File: src/rtl/dq_sched_pkg.sv
// Package: state encodings shared by the scheduler modules.
// Assumes: codes are visible at the top-level status ports, so they are fixed.
package dq_sched_pkg;

    typedef enum logic [1:0] {
        HQ_IDLE   = 2'd0,
        HQ_ACTIVE = 2'd1,
        HQ_PAUSED = 2'd2
    } hq_state_e;

    typedef enum logic [2:0] {
        LQ_IDLE    = 3'd0,
        LQ_ACTIVE  = 3'd1,
        LQ_PAUSED  = 3'd2,
        LQ_SUSPEND = 3'd3,
        LQ_PENDING = 3'd4
    } lq_state_e;

endpackage

File: src/rtl/dq_cmd_decode.sv
// Module: dq_cmd_decode
// Splits the command word read at the pointer into channel and pause flag,
// and decides whether the running queue has reached its end at this entry.
// Assumes: the table read is combinational (word belongs to the current cwp).
module dq_cmd_decode #(
    parameter int CMD_W     = 16,
    parameter int CHAN_W    = 6,
    parameter int PAUSE_BIT = 15,
    parameter int IDX_W     = 6
) (
    input  logic [CMD_W-1:0]  cmd_word,
    input  logic [IDX_W-1:0]  cwp,
    input  logic [IDX_W-1:0]  q2_start,
    input  logic              owner_hi,
    input  logic              wrapped,
    output logic [CHAN_W-1:0] chan,
    output logic              pause,
    output logic              end_cond
);
    localparam logic [CHAN_W-1:0] EOQ_CODE = '1;

    logic unused_fields;
    logic hit_marker;
    logic hit_boundary;

    // Field extraction; the bits between channel and pause flag are don't-care.
    always_comb begin
        chan          = cmd_word[CHAN_W-1:0];
        pause         = cmd_word[PAUSE_BIT];
        unused_fields = ^cmd_word[PAUSE_BIT-1:CHAN_W];
    end

    // End-of-queue: reserved code, queue 1 reaching queue 2, or post-wrap read.
    always_comb begin
        hit_marker   = (chan == EOQ_CODE);
        hit_boundary = owner_hi && (cwp == q2_start);
        end_cond     = hit_marker || hit_boundary || wrapped;
    end

endmodule

File: src/rtl/dq_conv_port.sv
// Module: dq_conv_port
// Converter handshake: issues a one-cycle start with the channel, holds a busy
// flag until conversion-done, and remembers the pause flag of the command.
// Assumes: a new start restarts the converter, so an aborted conversion's
// done pulse never arrives after the abort.
module dq_conv_port #(
    parameter int CHAN_W = 6
) (
    input  logic              clk,
    input  logic              rst_n,
    input  logic              issue,
    input  logic              abort,
    input  logic              conv_done,
    input  logic [CHAN_W-1:0] new_chan,
    input  logic              new_pause,
    output logic              busy,
    output logic              done_evt,
    output logic              cur_pause,
    output logic              conv_start,
    output logic [CHAN_W-1:0] conv_chan
);

    // Only a done pulse that answers an outstanding command counts.
    assign done_evt = conv_done && busy;

    // Start pulse, channel latch and busy tracking.
    always_ff @(posedge clk) begin
        if (!rst_n) begin
            busy       <= 1'b0;
            cur_pause  <= 1'b0;
            conv_start <= 1'b0;
            conv_chan  <= '0;
        end else begin
            conv_start <= issue;
            if (issue) begin
                busy      <= 1'b1;
                conv_chan <= new_chan;
                cur_pause <= new_pause;
            end else if (abort || done_evt) begin
                busy <= 1'b0;
            end
        end
    end

    assert_start_single_R2: assert property (@(posedge clk) disable iff (!rst_n)
        conv_start |=> !conv_start);

    assert_start_busy_R2: assert property (@(posedge clk) disable iff (!rst_n)
        conv_start |-> busy);

endmodule

File: src/rtl/dq_queue_ctrl.sv
// Module: dq_queue_ctrl
// Holds both queue states, the command word pointer and the resume points.
// Each cycle it applies, in order: the engine event (end or conversion done),
// queue 2 resumption on queue 1 completion, a queue 1 trigger, a queue 2 trigger.
// Assumes: q2_start is stable while a scan runs; table depth is a power of two.
module dq_queue_ctrl
    import dq_sched_pkg::*;
#(
    parameter int IDX_W = 6
) (
    input  logic             clk,
    input  logic             rst_n,
    input  logic             q1_trig,
    input  logic             q2_trig,
    input  logic [IDX_W-1:0] q2_start,
    input  logic             end_cond,
    input  logic             busy,
    input  logic             done_evt,
    input  logic             cur_pause,
    output logic [IDX_W-1:0] cwp,
    output hq_state_e        hq_st,
    output lq_state_e        lq_st,
    output logic             owner_hi,
    output logic             wrapped,
    output logic             issue,
    output logic             abort,
    output logic             q1_done,
    output logic             q2_done,
    output logic             q1_paused,
    output logic             q2_paused
);
    localparam logic [IDX_W-1:0] LAST_IDX = '1;

    logic             run_hi, run_lo, run_any, end_hit;
    logic [IDX_W-1:0] adv;
    logic [IDX_W-1:0] hq_ptr, lq_ptr;
    logic             lq_wrap;

    hq_state_e        hq_n;
    lq_state_e        lq_n;
    logic [IDX_W-1:0] cwp_n, hq_ptr_n, lq_ptr_n, lo_ptr_sel;
    logic             wrap_n, lq_wrap_n, lo_wrap_sel;
    logic             q1_done_n, q2_done_n, q1_pz_n, q2_pz_n;

    // Owner selection: queue 1 has priority over queue 2.
    always_comb begin
        run_hi   = (hq_st == HQ_ACTIVE);
        run_lo   = (lq_st == LQ_ACTIVE) && !run_hi;
        run_any  = run_hi || run_lo;
        owner_hi = run_hi;
        end_hit  = run_any && !busy && end_cond;
        adv      = (cwp == LAST_IDX) ? '0 : cwp + 1'b1;
        issue    = run_any && !busy && !end_cond && !(q1_trig && hq_st != HQ_ACTIVE);
    end

    // Next-state evaluation in priority order.
    always_comb begin
        hq_n = hq_st;       lq_n = lq_st;
        cwp_n = cwp;        wrap_n = wrapped;
        hq_ptr_n = hq_ptr;  lq_ptr_n = lq_ptr;  lq_wrap_n = lq_wrap;
        q1_done_n = 1'b0;   q2_done_n = 1'b0;
        q1_pz_n = 1'b0;     q2_pz_n = 1'b0;
        abort = 1'b0;
        lo_ptr_sel = lq_ptr; lo_wrap_sel = lq_wrap;

        if (end_hit) begin
            if (run_hi) begin hq_n = HQ_IDLE; q1_done_n = 1'b1; end
            else        begin lq_n = LQ_IDLE; q2_done_n = 1'b1; end
        end else if (done_evt) begin
            cwp_n  = adv;
            wrap_n = wrapped || (cwp == LAST_IDX);
            if (cur_pause) begin
                if (run_hi) begin
                    hq_n = HQ_PAUSED; hq_ptr_n = adv; q1_pz_n = 1'b1;
                end else begin
                    lq_n = LQ_PAUSED; lq_ptr_n = adv; lq_wrap_n = wrap_n; q2_pz_n = 1'b1;
                end
            end
        end

        if (end_hit && run_hi && (lq_n == LQ_SUSPEND || lq_n == LQ_PENDING)) begin
            lq_n = LQ_ACTIVE; cwp_n = lq_ptr_n; wrap_n = lq_wrap_n;
        end

        if (q1_trig && hq_n != HQ_ACTIVE) begin
            abort = 1'b1;
            if (lq_n == LQ_ACTIVE) begin
                lq_n = LQ_SUSPEND; lq_ptr_n = cwp_n; lq_wrap_n = wrap_n;
            end
            cwp_n  = (hq_n == HQ_IDLE) ? '0 : hq_ptr_n;
            wrap_n = 1'b0;
            hq_n   = HQ_ACTIVE;
        end

        if (q2_trig && (lq_n == LQ_IDLE || lq_n == LQ_PAUSED)) begin
            lo_ptr_sel  = (lq_n == LQ_IDLE) ? q2_start : lq_ptr_n;
            lo_wrap_sel = (lq_n == LQ_IDLE) ? 1'b0 : lq_wrap_n;
            lq_ptr_n    = lo_ptr_sel;
            lq_wrap_n   = lo_wrap_sel;
            if (hq_n != HQ_IDLE) begin
                lq_n = LQ_PENDING;
            end else begin
                lq_n = LQ_ACTIVE; cwp_n = lo_ptr_sel; wrap_n = lo_wrap_sel;
            end
        end
    end

    // State, pointer and flag registers.
    always_ff @(posedge clk) begin
        if (!rst_n) begin
            hq_st <= HQ_IDLE;  lq_st <= LQ_IDLE;
            cwp <= '0;         wrapped <= 1'b0;
            hq_ptr <= '0;      lq_ptr <= '0;     lq_wrap <= 1'b0;
            q1_done <= 1'b0;   q2_done <= 1'b0;
            q1_paused <= 1'b0; q2_paused <= 1'b0;
        end else begin
            hq_st <= hq_n;     lq_st <= lq_n;
            cwp <= cwp_n;      wrapped <= wrap_n;
            hq_ptr <= hq_ptr_n; lq_ptr <= lq_ptr_n; lq_wrap <= lq_wrap_n;
            q1_done <= q1_done_n; q2_done <= q2_done_n;
            q1_paused <= q1_pz_n; q2_paused <= q2_pz_n;
        end
    end

    assert_single_owner_R7: assert property (@(posedge clk) disable iff (!rst_n)
        !(hq_st == HQ_ACTIVE && lq_st == LQ_ACTIVE));

    assert_suspend_needs_hi_R7: assert property (@(posedge clk) disable iff (!rst_n)
        (lq_st == LQ_SUSPEND) |-> (hq_st != HQ_IDLE));

    assert_pending_needs_hi_R8: assert property (@(posedge clk) disable iff (!rst_n)
        (lq_st == LQ_PENDING) |-> (hq_st != HQ_IDLE));

    assert_cwp_step_R2: assert property (@(posedge clk) disable iff (!rst_n)
        (done_evt && !abort) |=> (cwp == (($past(cwp) == LAST_IDX) ? '0 : $past(cwp) + 1'b1)));

    assert_q1_done_idle_R3: assert property (@(posedge clk) disable iff (!rst_n)
        q1_done |-> (hq_st != HQ_ACTIVE || $past(q1_trig)));

    assert_q2_done_idle_R5: assert property (@(posedge clk) disable iff (!rst_n)
        q2_done |-> (lq_st == LQ_IDLE || $past(q2_trig)));

    assert_q1_pause_state_R6: assert property (@(posedge clk) disable iff (!rst_n)
        q1_paused |-> (hq_st == HQ_PAUSED || $past(q1_trig)));

endmodule

File: src/rtl/dq_cmd_sched.sv
// Module: dq_cmd_sched (top)
// Dual-queue conversion command scheduler over a shared command table.
// Assumes: the table sits outside and returns cmd_word for cwp in the same
// cycle; the converter answers each start with one conv_done pulse.
module dq_cmd_sched
    import dq_sched_pkg::*;
#(
    parameter  int TBL_DEPTH = 64,
    parameter  int CMD_W     = 16,
    parameter  int CHAN_W    = 6,
    parameter  int PAUSE_BIT = 15,
    localparam int IDX_W     = $clog2(TBL_DEPTH)
) (
    input  logic              clk,
    input  logic              rst_n,
    input  logic              q1_trig,
    input  logic              q2_trig,
    input  logic [IDX_W-1:0]  q2_start,
    input  logic [CMD_W-1:0]  cmd_word,
    input  logic              conv_done,
    output logic [IDX_W-1:0]  cwp,
    output logic              conv_start,
    output logic [CHAN_W-1:0] conv_chan,
    output logic              q1_done,
    output logic              q2_done,
    output logic              q1_paused,
    output logic              q2_paused,
    output logic [1:0]        q1_status,
    output logic [2:0]        q2_status
);
    logic [CHAN_W-1:0] dec_chan;
    logic              dec_pause, end_cond;
    logic              owner_hi, wrapped, issue, abort;
    logic              busy, done_evt, cur_pause;
    hq_state_e         hq_st;
    lq_state_e         lq_st;

    dq_cmd_decode #(
        .CMD_W(CMD_W), .CHAN_W(CHAN_W), .PAUSE_BIT(PAUSE_BIT), .IDX_W(IDX_W)
    ) u_decode (
        .cmd_word(cmd_word), .cwp(cwp), .q2_start(q2_start),
        .owner_hi(owner_hi), .wrapped(wrapped),
        .chan(dec_chan), .pause(dec_pause), .end_cond(end_cond)
    );

    dq_conv_port #(.CHAN_W(CHAN_W)) u_conv (
        .clk(clk), .rst_n(rst_n), .issue(issue), .abort(abort),
        .conv_done(conv_done), .new_chan(dec_chan), .new_pause(dec_pause),
        .busy(busy), .done_evt(done_evt), .cur_pause(cur_pause),
        .conv_start(conv_start), .conv_chan(conv_chan)
    );

    dq_queue_ctrl #(.IDX_W(IDX_W)) u_ctrl (
        .clk(clk), .rst_n(rst_n), .q1_trig(q1_trig), .q2_trig(q2_trig),
        .q2_start(q2_start), .end_cond(end_cond), .busy(busy),
        .done_evt(done_evt), .cur_pause(cur_pause),
        .cwp(cwp), .hq_st(hq_st), .lq_st(lq_st), .owner_hi(owner_hi),
        .wrapped(wrapped), .issue(issue), .abort(abort),
        .q1_done(q1_done), .q2_done(q2_done),
        .q1_paused(q1_paused), .q2_paused(q2_paused)
    );

    // Status codes straight from the state registers.
    assign q1_status = hq_st;
    assign q2_status = lq_st;

endmodule

File: config.mk
export PLATFORM = sky130hd
export DESIGN_NAME = dq_cmd_sched
export DESIGN_NICKNAME = d
export VERILOG_FILES = /design/src/rtl/dq_sched_pkg.sv /design/src/rtl/dq_cmd_decode.sv /design/src/rtl/dq_conv_port.sv /design/src/rtl/dq_queue_ctrl.sv /design/src/rtl/dq_cmd_sched.sv
export SDC_FILE = /design/constraint.sdc
export NUM_CORES = 1
export LEC_CHECK = 0
export BUFFER_PORTS_ARGS = -buffer_cell sky130_fd_sc_hd__buf_2
export CAP_MARGIN = 20
export CORE_MARGIN = 2
export CORE_UTILIZATION = 59
export DETAILED_ROUTE_END_ITERATION = 12
export PLACE_DENSITY = 0.85
export SLEW_MARGIN = 20
export SYNTH_ARGS = -nofsm -noshare
export SYNTH_HDL_FRONTEND = slang
export SYNTH_HIERARCHICAL = 1
export SYNTH_SLANG_ARGS = --single-unit
export TNS_END_PERCENT = 50
File: constraint.sdc
create_clock -name clk -period 5.4 [get_ports clk]
set_clock_uncertainty 0.15 [all_clocks]
set_input_delay 0 -clock clk [delete_from_list [all_inputs] [get_ports clk]]
set_output_delay 0 -clock clk [all_outputs]
set_load 0.01 [all_outputs]
==> qor.txt, run 1 <==
Status - finished clean
Worst slew margin - 27.5%
Sequential share of the synthesized area - 30.8%
Vias per std cell - 6.54
H-Tree Depth - 2
CTS max path bufs - 2
Die height - 68.7 um
Post-synth EDFFs - 0
Hold-fix buffers at CTS - 19
I/O pin cnt - 49
Detailed-route via count - 2427
Synth area leader - dfxtp_1
WP data arrival - 3550 ps
Critical Path Sink Type - register
Leak - 0.00113 uW
Die area - 4720 um^2
Fin Setup TNS - 0 ps
DRC viols - 0
Detailed Place HPWL - 4450 um
Sequential power share - 43.4%
Synthesized flop and latch total - 38
Startpoint types - register
GR Overflow Total - 0
PortBufs - 39
Worst hold path type - reg -> reg
Root Buffer - clkbuf_8
DRT iter0 DRCs - 289
Syn Inst Count - 272
Initial antenna violation count - 0
Setup Viol. Count Final - 0
Area of the mapped netlist - 2470 um^2
MaxCap Viol Count - 0
Largest net degree at the start of global routing - 23
Final Hold Viols - 0
CTS tree - yes
Highest clock rate - 0.286 GHz
Post-CTS Setup Inserts - 0
Cell variety after synth - 69
# diodes - 0
Power share of the clock group - 32.0%
Synth area leaders - dfxtp_1, mux2i_1, a21oi_1
Slew @ Worst Pin - 1070 ps
Pwr Density - 253 nW/um^2
Synth top area share - 30.8%
Initial core utilization - 61.3%
Crit path kind - reg -> reg
Net Count, Synth - 300
Worst vdd rail ir drop - 0.144 mV
Net count, final - 348
Worst Setup EP - u_ctrl/lq_ptr[0]
Sw Ratio - 30.3%
Total CTS buffers - 5
Final worst-path cycle share - 64.8%
First-pass GRT wire length - 10900 um
Async SR Flop Fraction - 0%
DRT Pass-1 Iters - 5
R2R Setup Slk - 1900 ps
Top FF cell, synth - dfxtp_1
Reg2Reg Depth - 10
Std-Cell Core Area - 4030 um^2
Crit path from - u_ctrl/hq_st[0]
Count of pins over their slew limit - 0
Total track usage - 31.5%
Final Util - 72.1%
Fill cell count - 306
Required time of the critical path - 5460 ps
Clock Pin Slew Worst Setup and Hold Paths - 80 ps
Clk_lat worst skew - 290 ps
Clk sinks - 38
Vias in the first global route - 2215
CTS resizes - 0
Yosys Warn Count - 6
Unrepaired setup endpoints after global routing - no
Final ANT Viol Nets - 0
R2R Path End - u_ctrl/lq_ptr[0]
Die X - 68.7 um
Area delta synth->final - 17.6%
Syn avg cell area - 9.08 um^2
Share of cells above drive strength 1 - 25.9%
Fin crit period - 3500 ps
Comb pwr share - 24.6%
WL final - 6770 um
Critical Path Fanout Max - 12
Pint - 513 uW
Avg WL per Cell - 18.3 um
Row Count - 23
GPL Wtd Cong - 0.888
Worst flop-to-flop path startpoint - u_ctrl/hq_st[0]
Switching power - 223 uW
## synthesized netlist by cell type, types with 5 or more instances
cell type	n
a21oi_1	16
nand2_1	14
inv_1	5
nor2_1	18
dfxtp_1	38
nor3_1	11
nor2b_1	8
o21ai_0	10
and2_1	6
buf_4	10
xnor2_1	7
a31oi_1	6
mux2i_1	18
nand3_1	6
## power groups by stage
stage / Clock [uW] / Sequential (uW) / Combinational, uW
floorplan: 0 / 321 / 123
CTS: 240 / 318 / 174
finish: 235 / 319 / 181
detailed placement: 0 / 325 / 161
global placement: 0 / 324 / 156
global route: 252 / 322 / 194
## cell usage in the layout, fill, tap and decap left out, types with 6 or more instances in the layout
master          n
buf_2          39
a21oi_1        16
nand2_1        14
nor2b_1         8
nor3_1         11
xnor2_1         7
nor2_1         18
dfxtp_1        38
dlygate4sd3_1  19
and2_1          6
mux2i_1        18
nand3_1         6
a31oi_1         6
o21ai_0        10
## sequential cells by signal, indices dropped and copies added (netlist names)
name / count
u_ctrl/q1_done: 1
u_ctrl/hq_st: 2
u_conv/conv_start: 1
u_ctrl/lq_ptr: 6
u_conv/busy: 1
u_ctrl/q2_done: 1
u_ctrl/wrapped: 1
u_ctrl/lq_st: 3
u_conv/cur_pause: 1
u_ctrl/cwp: 6
u_ctrl/hq_ptr: 6
u_conv/conv_chan: 6
u_ctrl/q1_paused: 1
u_ctrl/lq_wrap: 1
u_ctrl/q2_paused: 1
## logic make-up after synthesis
| group | count (synthesis) | synth area share [%] |
|---|---|---|
| multiplexers | 19 | 7.75 |
| AO/OA/AOI/OAI | 86 | 28.7 |
| XOR/XNOR | 10 | 3.55 |
| adder cells (fa/ha/maj) | 1 | 0.507 |
| flip-flops | 38 | 30.8 |
| buffers and inverters | 26 | 6.69 |
| AND/OR/NAND/NOR | 92 | 22.0 |
## worst max-delay path, stage by stage (launching register included)
cell	delay (ps)
dfxtp_1	440
nand2b_1	370
inv_6	240
nand4_1	130
o21ai_1	300
nand2b_1	340
o21ai_1	260
o311a_1	350
nand3_1	110
dlygate4sd3_1	560
a21oi_1	160
## final cells by class
cell class | instances | area (um^2) | area share, %
clock buffers | 7 | 76.3 | 2.63
clock inverters | 1 | 30.0 | 1.03
inverters | 7 | 31.3 | 1.08
multi-input cells | 208 | 1540 | 53.1
flip-flops and latches | 38 | 761 | 26.2
well taps | 50 | 62.6 | 2.15
repair buffers | 60 | 400 | 13.8
## worst min path at each step
stage,start,endpoint,slack [ps],cells after the start
after global placement,cmd_word[15],u_conv/cur_pause,100,3
final,u_ctrl/hq_ptr[1],u_ctrl/hq_ptr[1],350,2
after global routing,u_ctrl/hq_ptr[0],u_ctrl/hq_ptr[0],390,2
after floorplan,q1_trig,u_ctrl/hq_st[1],-70,1
after detailed placement,cmd_word[15],u_conv/cur_pause,130,3
after CTS,u_ctrl/hq_ptr[0],u_ctrl/hq_ptr[0],350,2
## metal layers
metal | global-route usage [%] | routed length, um | up-vias
met5 | 0 | 0 | -
met4 | 19.4 | 371 | 0
met3 | 7.95 | 676 | 39
met2 | 47.8 | 3150 | 149
met1 | 39.9 | 2570 | 1130
li1 | - | - | 1109
## per-stage QoR
stage               area [um^2]  setup WS (ps)  total power (uW)  std cells  hold WS [ps]
global placement           2610           2120               480        344           105
CTS                        2910           1970               732        371           346
global route               2910           1630               768        371           387
floorplan                  2470           2780               444        272         -70.7
detailed placement         2610           2020               485        344           125
finish                     2910           1900               735        371           348
Power figures use the tool's default switching activity.
==> inputs of run 2 (changes only) <==
--- a/config.mk
+++ b/config.mk
@@ -8,9 +8,9 @@
 export BUFFER_PORTS_ARGS = -buffer_cell sky130_fd_sc_hd__buf_2
 export CAP_MARGIN = 20
 export CORE_MARGIN = 2
-export CORE_UTILIZATION = 59
+export CORE_UTILIZATION = 55
 export DETAILED_ROUTE_END_ITERATION = 12
-export PLACE_DENSITY = 0.85
+export PLACE_DENSITY = 0.8
 export SLEW_MARGIN = 20
 export SYNTH_ARGS = -nofsm -noshare
 export SYNTH_HDL_FRONTEND = slang
==> constraint.sdc (replaced) <==
create_clock -name clk -period 3.6 [get_ports clk]
set_clock_uncertainty 0.15 [all_clocks]
set_input_delay 0 -clock clk [delete_from_list [all_inputs] [get_ports clk]]
set_output_delay 0 -clock clk [all_outputs]
set_load 0.01 [all_outputs]
==> qor.txt, run 2 (same netlist as run 1, synthesis figures left out) <==
Detailed Place HPWL - 4320 um
Detailed-route via count - 2360
Required time of the critical path - 3660 ps
Vias in the first global route - 2169
Setup Viol. Count Final - 0
WL final - 6430 um
WP data arrival - 3180 ps
H-Tree Depth - 2
Fin crit period - 3120 ps
Sw Ratio - 31.4%
Critical path depth - 10
Die area - 5040 um^2
Sequential power share - 45.7%
I/O pin cnt - 49
Clock Pin Slew Worst Setup and Hold Paths - 70 ps
Worst vdd rail ir drop - 0.207 mV
Worst flop-to-flop path startpoint - u_ctrl/cwp[2]
Worst hold path type - reg -> reg
CTS tree - yes
Area delta synth->final - 18.0%
Die X - 71.0 um
First-pass GRT wire length - 10600 um
CP most frequent cell - o21ai_1
Count of pins over their slew limit - 0
Net count, final - 351
Die height - 71.0 um
Initial core utilization - 56.7%
Pwr Density - 359 nW/um^2
Largest net degree at the start of global routing - 23
Pint - 717 uW
GR Overflow Total - 0
Vias per std cell - 6.28
MaxCap Viol Count - 0
Post-CTS Setup Inserts - 0
Final Util - 67.0%
PnR worst setup slack - 477 ps
CP bufs+invs - 2
Critical Path Sink Type - register
Crit path kind - reg -> reg
Unrepaired setup endpoints after global routing - no
Hold Path Depth - 2
Most common cell after layout, fill and taps aside - buf_2
Worst slew margin - 38.1%
Fin Setup TNS - 0 ps
Critical Path Fanout Max - 8
Final Hold Viols - 0
Startpoint types - register
Row Count - 24
CTS resizes - 0
PortBufs - 39
Power share of the clock group - 29.0%
Most frequent cells in the layout - buf_2, dfxtp_1, dlygate4sd3_1
Crit path from - u_ctrl/cwp[2]
R2R Path End - u_ctrl/lq_ptr[0]
Leak - 0.00114 uW
Highest clock rate - 0.320 GHz
Final worst-path cycle share - 86.7%
Clk_lat worst skew - 290 ps
Worst Setup EP - u_ctrl/lq_ptr[0]
Status - finished clean
CTS max path bufs - 2
Final ANT Viol Nets - 0
Total track usage - 26.7%
Reg2Reg Depth - 10
Hold-fix buffers at CTS - 19
Comb pwr share - 25.2%
Switching power - 329 uW
Std-Cell Core Area - 4350 um^2
Clk sinks - 38
Total CTS buffers - 5
# diodes - 0
Share of cells above drive strength 1 - 26.9%
CP max stage delay - 560 ps
DRC viols - 0
Placement Setup Slack - 630 ps
DRT Pass-1 Iters - 5
Critical Path, Cell by Cell - xnor2_1 -> nand4_1 -> o21ai_1 -> nand2b_1 -> buf_4 -> o21ai_1 -> o311a_1 -> nand3_1 -> dlygate4sd3_1 -> a21oi_1
GPL Wtd Cong - 0.891
Avg WL per Cell - 17.1 um
Initial antenna violation count - 0
CP top delay family - compound AO/OA/AOI/OAI gates
R2R Setup Slk - 480 ps
Slew @ Worst Pin - 913 ps
Root Buffer - clkbuf_8
Slowest-stage cell, CP - dlygate4sd3_1
DRT iter0 DRCs - 351
==> run 2: cell count changes in the layout (fill, tap and decap cells not counted), sizes merged <==
cell,before,now
buf,41,44
clkinv,0,1
bufinv,1,0
==> run 2: stage by stage <==
| step | total power (uW) | std cells | hold slack, ps | cell area [um^2] |
|---|---|---|---|---|
| finish | 1050 | 376 | 344 | 2920 |
| global route | 1100 | 376 | 395 | 2920 |
| CTS | 1050 | 376 | 342 | 2920 |
| detailed placement | 728 | 349 | 115 | 2630 |
| global placement | 723 | 349 | 108 | 2630 |
| floorplan | 666 | 272 | -70.7 | 2470 |
==> run 2: final cells by class <==
type                    count  area (um^2)
flip-flops and latches     38          761
clock inverters             1         5.00
inverters                   7         31.3
fillers                   351         1440
well taps                  52         65.1
multi-input cells         208         1540
clock buffers               7         86.3
repair buffers             63          423
==> run 2: how the worst min path moves through the flow <==
stage                     start          endpoint  slack [ps]
2_1_floorplan           q1_trig   u_ctrl/hq_st[1]         -70
3_3_place_gp       cmd_word[15]  u_conv/cur_pause         110
3_5_place_dp       cmd_word[15]  u_conv/cur_pause         110
4_1_cts            cmd_word[15]  u_conv/cur_pause         340
5_1_grt             q2_start[3]  u_ctrl/lq_ptr[3]         390
6_report       u_ctrl/hq_ptr[4]  u_ctrl/hq_ptr[4]         340
==> run 2: power by group through the flow <==
stage | clock, uW | combinational, uW | sequential [uW]
4_1_cts | 312 | 259 | 478
5_1_grt | 333 | 285 | 483
2_1_floorplan | 0 | 184 | 482
6_report | 304 | 264 | 478
3_5_place_dp | 0 | 241 | 487
3_3_place_gp | 0 | 237 | 487
==> run 2: worst register-to-register path: stages (launching register included) <==
cell and delay, ps:
dfxtp_1 550, xnor2_1 190, nand4_1 130, o21ai_1 290
nand2b_1 220, buf_4 220, o21ai_1 160, o311a_1 340
nand3_1 110, dlygate4sd3_1 560, a21oi_1 140
==> run 2: metal layers <==
metal / global-route usage [%] / up-vias / wire length, um
met5: 0 / - / 0
met4: 10.9 / 0 / 133
met3: 4.84 / 11 / 450
met2: 41.8 / 125 / 3130
met1: 36.4 / 1115 / 2720
li1: - / 1109 / -
